==> config.mk <==
export PLATFORM = sky130hd
export DESIGN_NAME = ifetch_slave_buf
export DESIGN_NICKNAME = d
export VERILOG_FILES = /design/src/rtl/slvbuf_pkg.sv /design/src/rtl/slvbuf_store.sv /design/src/rtl/slvbuf_ctrl.sv /design/src/rtl/ifetch_slave_buf.sv
export SDC_FILE = /design/constraint.sdc
export NUM_CORES = 2
export LEC_CHECK = 0
export ABC_AREA = 1
export BUFFER_PORTS_ARGS = -buffer_cell sky130_fd_sc_hd__buf_2
export CORE_AREA = 2 2 326 328
export CTS_BUF_LIST = sky130_fd_sc_hd__clkbuf_4 sky130_fd_sc_hd__clkbuf_8 sky130_fd_sc_hd__clkbuf_16
export DETAILED_ROUTE_END_ITERATION = 12
export DIE_AREA = 0 0 328 330
export HOLD_SLACK_MARGIN = 0.06
export PLACE_DENSITY = 0.82
export SLEW_MARGIN = 30
export SYNTH_ARGS = -nofsm -noshare
export SYNTH_HDL_FRONTEND = slang
export SYNTH_SLANG_ARGS = --single-unit
==> constraint.sdc <==
create_clock -name clk -period 6 [get_ports clk]
set_input_delay 0.6 -clock clk [delete_from_list [all_inputs] [get_ports clk]]
set_output_delay 0.6 -clock clk [all_outputs]
set_load 0.02 [all_outputs]
==> src/rtl/slvbuf_pkg.sv <==
package slvbuf_pkg;

    typedef enum logic [1:0] {
        ST_IDLE  = 2'd0,
        ST_FILL  = 2'd1,
        ST_WRITE = 2'd2
    } slv_state_e;

endpackage

==> src/rtl/slvbuf_store.sv <==
module slvbuf_store #(
    parameter int ADDR_W = 16,
    parameter int IDX_W  = 5,
    parameter int DATA_W = 32
) (
    input  logic              clk,
    input  logic              rst_n,
    input  logic [ADDR_W-1:0] lk_addr,
    output logic              lk_hit,
    output logic [DATA_W-1:0] lk_data,
    input  logic              upd_en,
    input  logic [ADDR_W-1:0] upd_addr,
    input  logic [DATA_W-1:0] upd_data
);
    localparam int DEPTH = 1 << IDX_W;
    localparam int TAG_W = ADDR_W - IDX_W;

    typedef struct packed {
        logic              valid;
        logic [TAG_W-1:0]  tag;
        logic [DATA_W-1:0] data;
    } entry_t;

    entry_t ent_d [DEPTH];
    entry_t ent_q [DEPTH];

    logic [IDX_W-1:0] lk_idx;
    logic [TAG_W-1:0] lk_tag;
    logic [IDX_W-1:0] upd_idx;
    logic [TAG_W-1:0] upd_tag;

    assign lk_idx  = lk_addr[IDX_W-1:0];
    assign lk_tag  = lk_addr[ADDR_W-1:IDX_W];
    assign upd_idx = upd_addr[IDX_W-1:0];
    assign upd_tag = upd_addr[ADDR_W-1:IDX_W];

    assign lk_hit  = ent_q[lk_idx].valid && (ent_q[lk_idx].tag == lk_tag);
    assign lk_data = ent_q[lk_idx].data;

    // One next-value process per entry: each entry decodes its own write strobe.
    for (genvar e = 0; e < DEPTH; e++) begin : g_entry
        always_comb begin
            ent_d[e] = ent_q[e];
            if (upd_en && (upd_idx == IDX_W'(e))) begin
                ent_d[e].valid = 1'b1;
                ent_d[e].tag   = upd_tag;
                ent_d[e].data  = upd_data;
            end
        end

        always_ff @(posedge clk) begin
            if (!rst_n) begin
                ent_q[e] <= '0;
            end else begin
                ent_q[e] <= ent_d[e];
            end
        end
    end


    fill_visible_chk: assert property (@(posedge clk) disable iff (!rst_n)
        (upd_en && (lk_addr == upd_addr)) |=> (lk_addr != $past(upd_addr)) || lk_hit);

endmodule

==> src/rtl/slvbuf_ctrl.sv <==
module slvbuf_ctrl
    import slvbuf_pkg::*;
#(
    parameter int ADDR_W = 16,
    parameter int DATA_W = 32
) (
    input  logic              clk,
    input  logic              rst_n,
    input  logic              fetch_req,
    input  logic [ADDR_W-1:0] fetch_addr,
    input  logic              wr_req,
    input  logic [ADDR_W-1:0] wr_addr,
    input  logic [DATA_W-1:0] wr_data,
    output logic [ADDR_W-1:0] lk_addr,
    input  logic              lk_hit,
    input  logic [DATA_W-1:0] lk_data,
    output logic              upd_en,
    output logic [ADDR_W-1:0] upd_addr,
    output logic [DATA_W-1:0] upd_data,
    output logic              busy,
    output logic              fetch_valid,
    output logic [DATA_W-1:0] fetch_data,
    output logic              mem_req,
    output logic              mem_we,
    output logic [ADDR_W-1:0] mem_addr,
    output logic [DATA_W-1:0] mem_wdata,
    input  logic              mem_ack,
    input  logic [DATA_W-1:0] mem_rdata
);
    typedef struct packed {
        slv_state_e        st;
        logic [ADDR_W-1:0] addr;
        logic [DATA_W-1:0] wdata;
        logic              rvalid;
        logic [DATA_W-1:0] rdata;
    } ctl_t;

    ctl_t ctl_d, ctl_q;

    always_comb begin
        ctl_d        = ctl_q;
        ctl_d.rvalid = 1'b0;
        upd_en       = 1'b0;
        upd_addr     = ctl_q.addr;
        upd_data     = mem_rdata;
        lk_addr      = wr_req ? wr_addr : fetch_addr;
        unique case (ctl_q.st)
            ST_IDLE: begin
                if (wr_req) begin
                    ctl_d.st    = ST_WRITE;
                    ctl_d.addr  = wr_addr;
                    ctl_d.wdata = wr_data;
                    if (lk_hit) begin
                        upd_en   = 1'b1;
                        upd_addr = wr_addr;
                        upd_data = wr_data;
                    end
                end else if (fetch_req) begin
                    if (lk_hit) begin
                        ctl_d.rvalid = 1'b1;
                        ctl_d.rdata  = lk_data;
                    end else begin
                        ctl_d.st   = ST_FILL;
                        ctl_d.addr = fetch_addr;
                    end
                end
            end
            ST_FILL: begin
                if (mem_ack) begin
                    upd_en       = 1'b1;
                    ctl_d.rvalid = 1'b1;
                    ctl_d.rdata  = mem_rdata;
                    ctl_d.st     = ST_IDLE;
                end
            end
            ST_WRITE: begin
                if (mem_ack) begin
                    ctl_d.st = ST_IDLE;
                end
            end
            default: ctl_d.st = ST_IDLE;
        endcase
    end

    always_ff @(posedge clk) begin
        if (!rst_n) begin
            ctl_q <= '{st: ST_IDLE, default: '0};
        end else begin
            ctl_q <= ctl_d;
        end
    end

    assign busy        = (ctl_q.st != ST_IDLE);
    assign mem_req     = (ctl_q.st != ST_IDLE);
    assign mem_we      = (ctl_q.st == ST_WRITE);
    assign mem_addr    = ctl_q.addr;
    assign mem_wdata   = ctl_q.wdata;
    assign fetch_valid = ctl_q.rvalid;
    assign fetch_data  = ctl_q.rdata;


    hit_no_mem_chk: assert property (@(posedge clk) disable iff (!rst_n)
        (!busy && !wr_req && fetch_req && lk_hit) |=> (fetch_valid && !mem_req && !busy));


    miss_req_chk: assert property (@(posedge clk) disable iff (!rst_n)
        (!busy && !wr_req && fetch_req && !lk_hit) |=>
            (mem_req && !mem_we && (mem_addr == $past(fetch_addr))));


    req_hold_chk: assert property (@(posedge clk) disable iff (!rst_n)
        (mem_req && !mem_ack) |=> (mem_req && $stable(mem_addr) && $stable(mem_we)));


    fill_return_chk: assert property (@(posedge clk) disable iff (!rst_n)
        (mem_req && !mem_we && mem_ack) |=>
            (fetch_valid && (fetch_data == $past(mem_rdata)) && !busy));


    write_fwd_chk: assert property (@(posedge clk) disable iff (!rst_n)
        (!busy && wr_req) |=> (mem_req && mem_we && (mem_wdata == $past(wr_data))));


    busy_quiet_chk: assert property (@(posedge clk) disable iff (!rst_n)
        (busy && !mem_ack) |=> !fetch_valid);


    write_wins_chk: assert property (@(posedge clk) disable iff (!rst_n)
        (!busy && wr_req && fetch_req) |=> (!fetch_valid && mem_we));

endmodule

==> src/rtl/ifetch_slave_buf.sv <==
module ifetch_slave_buf #(
    parameter int ADDR_W = 16,
    parameter int IDX_W  = 5,
    parameter int DATA_W = 32
) (
    input  logic              clk,
    input  logic              rst_n,
    input  logic              fetch_req,
    input  logic [ADDR_W-1:0] fetch_addr,
    input  logic              wr_req,
    input  logic [ADDR_W-1:0] wr_addr,
    input  logic [DATA_W-1:0] wr_data,
    output logic              busy,
    output logic              fetch_valid,
    output logic [DATA_W-1:0] fetch_data,
    output logic              mem_req,
    output logic              mem_we,
    output logic [ADDR_W-1:0] mem_addr,
    output logic [DATA_W-1:0] mem_wdata,
    input  logic              mem_ack,
    input  logic [DATA_W-1:0] mem_rdata
);
    logic [ADDR_W-1:0] lk_addr;
    logic              lk_hit;
    logic [DATA_W-1:0] lk_data;
    logic              upd_en;
    logic [ADDR_W-1:0] upd_addr;
    logic [DATA_W-1:0] upd_data;

    slvbuf_ctrl #(
        .ADDR_W (ADDR_W),
        .DATA_W (DATA_W)
    ) u_ctrl (
        .clk         (clk),
        .rst_n       (rst_n),
        .fetch_req   (fetch_req),
        .fetch_addr  (fetch_addr),
        .wr_req      (wr_req),
        .wr_addr     (wr_addr),
        .wr_data     (wr_data),
        .lk_addr     (lk_addr),
        .lk_hit      (lk_hit),
        .lk_data     (lk_data),
        .upd_en      (upd_en),
        .upd_addr    (upd_addr),
        .upd_data    (upd_data),
        .busy        (busy),
        .fetch_valid (fetch_valid),
        .fetch_data  (fetch_data),
        .mem_req     (mem_req),
        .mem_we      (mem_we),
        .mem_addr    (mem_addr),
        .mem_wdata   (mem_wdata),
        .mem_ack     (mem_ack),
        .mem_rdata   (mem_rdata)
    );

    slvbuf_store #(
        .ADDR_W (ADDR_W),
        .IDX_W  (IDX_W),
        .DATA_W (DATA_W)
    ) u_store (
        .clk      (clk),
        .rst_n    (rst_n),
        .lk_addr  (lk_addr),
        .lk_hit   (lk_hit),
        .lk_data  (lk_data),
        .upd_en   (upd_en),
        .upd_addr (upd_addr),
        .upd_data (upd_data)
    );

endmodule

==> impl_metrics.yaml <==
status:
  status: "complete, no violations"
floorplanning:
  rows: 119
  die_area_um2: 108000
  core-area_um2: 105000
  die_x_um: 328
  pin_count: 185
  start_util: 0.647
  fp.dieH_um: 330
worst_setup_path:
  timing.rr.start: "u_store.ent_q[4][41]"
  critPathMaxFanout: 49
  startpoint: "wr_req"
  crit_top_cell: "nand2_1"
  start_kind: "input pin"
  cpLargestDelayFamily: "simple AND/OR/NAND/NOR gates"
  crit_end: "u_store.ent_q[4][13]"
  crit_type: "input pin to flop"
  cp-end-kind: "flop"
  cp.depth: 23
  cpPeakStageDelay_ns: 0.59
  r2r_end: "u_store.ent_q[4][13]"
  required_ns: 6.42
  reg2reg_slack_ns: 1.56
  slowest_stage: "nor2_4"
  worst-path-buf-inv: 5
  r2r_cells: 19
  critPathArrivalTime_ns: 5.54
  cp_cell_sequence: "buf_2 -> inv_4 -> nand2_1 -> nand2_8 -> buf_4 -> nand2_1 -> nand3_1 -> nand3_1 -> nand3_1 -> nand3_1 -> nand2_1 -> nor2_1 -> nor2_1 -> nand2_1 -> nor2_2 -> buf_4 -> nand3_2 -> nand2_2 -> nand2_1 -> nor2_4 -> nand2_1 -> nand2_2 -> buf_4"
drt:
  wl_per_cell_um: 26.4
  dr.pass1.iters: 9
  final_antenna_net_count: 0
  wl_um: 212000
  drc_errors: 0
  viasPerCell: 6.70
  num_vias: 53800
  drt_iter0_markers: 10100
grt:
  grt-ovfl-total: 0
  grt_pass1_vias: 51100
  grt_start_max_net_pins: 219
  grt_first_pass_wirelength_um: 312000
  antenna_found_initial: 6
  grt_usage: 0.387
timing:
  finClkSkew_ns: 0.0332
  hold_viol: 0
  max_slew_margin: 0.316
  drv_slew: 0
  worst-slew-pin-transition_ns: 1.03
  min_period_ns: 5.13
  fmax_ghz: 0.195
  fin_tns_setup_ns: 0
  fin_crit_sh: 0.855
  holdWs_ns: 0.101
  setup_viol: 0
  rsz0062_at_grt: "false"
finish:
  syn2layout_area_growth_pct: 9.67
  drive_gt1_frac: 0.116
  fin_nets: 6623
  fin_util: 0.709
  fin_area_um2: 74200
place:
  dpl_cell_area_um2: 69400
  globalplace.congestion: 0.952
  portBuffers: 184
  dp_hpwl_um: 124000
yosys:
  yosys-top-cells-count: "nor2_1, edfxtp_1, nand2_1, a21oi_1, nand3_1"
  avgSynthCellArea_um2: 10.2
  ys.flop_type: "edfxtp_1"
  ys_warn_count: 0
  yosysSeqAreaShare: 0.649
  synth.most_common_cell: "nor2_1"
  syn_area_um2: 67700
  synth_cell_types: 34
  synth_area_leaders: "edfxtp_1, nor2_1, nand2_1, a21oi_1, nand3_1"
  synth-edff-count: 1407
  syn_inst: 6648
  synth_top_area_share: 0.624
  synth_nets: 6752
  yosys.area.top_type: "edfxtp_1"
  ys_ff_latch: 1491
  synthArstFlopShare: 0
clock_network:
  hold_buffers: 0
  tritoncts: "yes"
  clockBufferDepth: 3
  clkSinkCount: 1491
  cts-root-buf: "clkbuf_16"
  postCtsSetupRepairBufs: 0
  h-tree-depth: 4
  clk_pin_slew_ns: 0.06
  clock_latency_ns: 0.78
  numCtsBuffers: 148
  post_cts_resized: 0
job:
  maxCapViolCount: 0
power_and_ir_drop:
  ir_drop_v: 0.000298
  leakage_nw: 28.5
  total_power_mw: 24.1
  power_density_nw_per_um2: 324
min_path:
  hold_path_class: "input pin to flop"
[worst register-to-register path, delay by kind of cell, from the launching register on]
family,cells,cell delay (ns)
and+or+nand+nor,17,3.07
buffers and inverters,2,0.62
DFF,1,0.36
[per-layer routing]
metal	GRT usage	wire length (um)
met4	0.178	10500
met5	0	68
met2	0.578	93200
met1	0.508	70300
met3	0.140	37700
[flip-flops by register name, summed over array words and instances, names as in the netlist]
register and cells:
u_ctrl.ctl_q 2, u_store.ent_q 1408, u_ctrl.mem_addr 16, u_ctrl.fetch_data 32, u_ctrl.fetch_valid 1, u_ctrl.mem_wdata 32
[area by class of cell]
class / count / area (um2)
Multi-Input combinational cell: 4271 / 19900
Fill cell: 6923 / 30400
Tap cell: 1391 / 1740
Clock buffer: 195 / 4170
Inverter: 188 / 714
Timing Repair Buffer: 419 / 3210
Sequential cell: 1491 / 43900
Clock inverter: 75 / 588
Antenna cell: 2 / 5.00
[where the power goes]
group	switching (mW)	internal [mW]	total, mW
registers	0.157	11.8	11.9
clock network	3.97	5.21	9.18
logic	2.20	0.734	2.93
[cells by family after synthesis]
kind of cell / after synthesis / share of synthesized area
simple gates: 3333 / 0.200
flops: 1491 / 0.649
compound gates: 934 / 0.0897
buf+inv: 886 / 0.0602
fa+ha+maj: 3 / 0.000555
mux: 1 / 0.000148
[worst min-delay path by stage]
stage	startpoint	to	depth (start not counted)
floorplan	u_store.ent_q[16][43]	u_store.ent_q[16][43]	2
detailed placement	u_store.ent_q[16][43]	u_store.ent_q[16][43]	2
global route	wr_data[2]	u_ctrl.mem_wdata[2]	3
CTS	wr_data[23]	u_ctrl.mem_wdata[23]	3
finish	wr_data[23]	u_ctrl.mem_wdata[23]	3
global placement	u_store.ent_q[16][43]	u_store.ent_q[16][43]	2
[per-stage QoR]
step / std cells / worst slack [ns]
2_1_floorplan: 6648 / 1.69
6_report: 8032 / 0.870
5_1_grt: 8030 / 0.783
3_3_place_gp: 7759 / 0.546
4_1_cts: 8029 / 1.18
3_5_place_dp: 7759 / 0.448
[cell usage in the layout (no fill, tap or decap), types with 11 or more instances in the layout]
| cell | count |
|---|---|
| a21oi_1 | 499 |
| a221o_1 | 128 |
| a221oi_1 | 64 |
| a32o_1 | 64 |
| buf_12 | 39 |
| buf_2 | 183 |
| buf_4 | 193 |
| clkbuf_16 | 154 |
| clkbuf_4 | 39 |
| clkinv_1 | 39 |
| clkinv_2 | 17 |
| dfxtp_1 | 84 |
| edfxtp_1 | 1407 |
| inv_1 | 181 |
| nand2_1 | 1166 |
| nand2_2 | 35 |
| nand3_1 | 482 |
| nand3_2 | 33 |
| nor2_1 | 1513 |
| nor2_2 | 16 |
| nor3_1 | 32 |
| o211ai_1 | 65 |
| o21ai_0 | 95 |
| o21ai_2 | 11 |
| or3_1 | 32 |
Power figures use the tool's default switching activity.
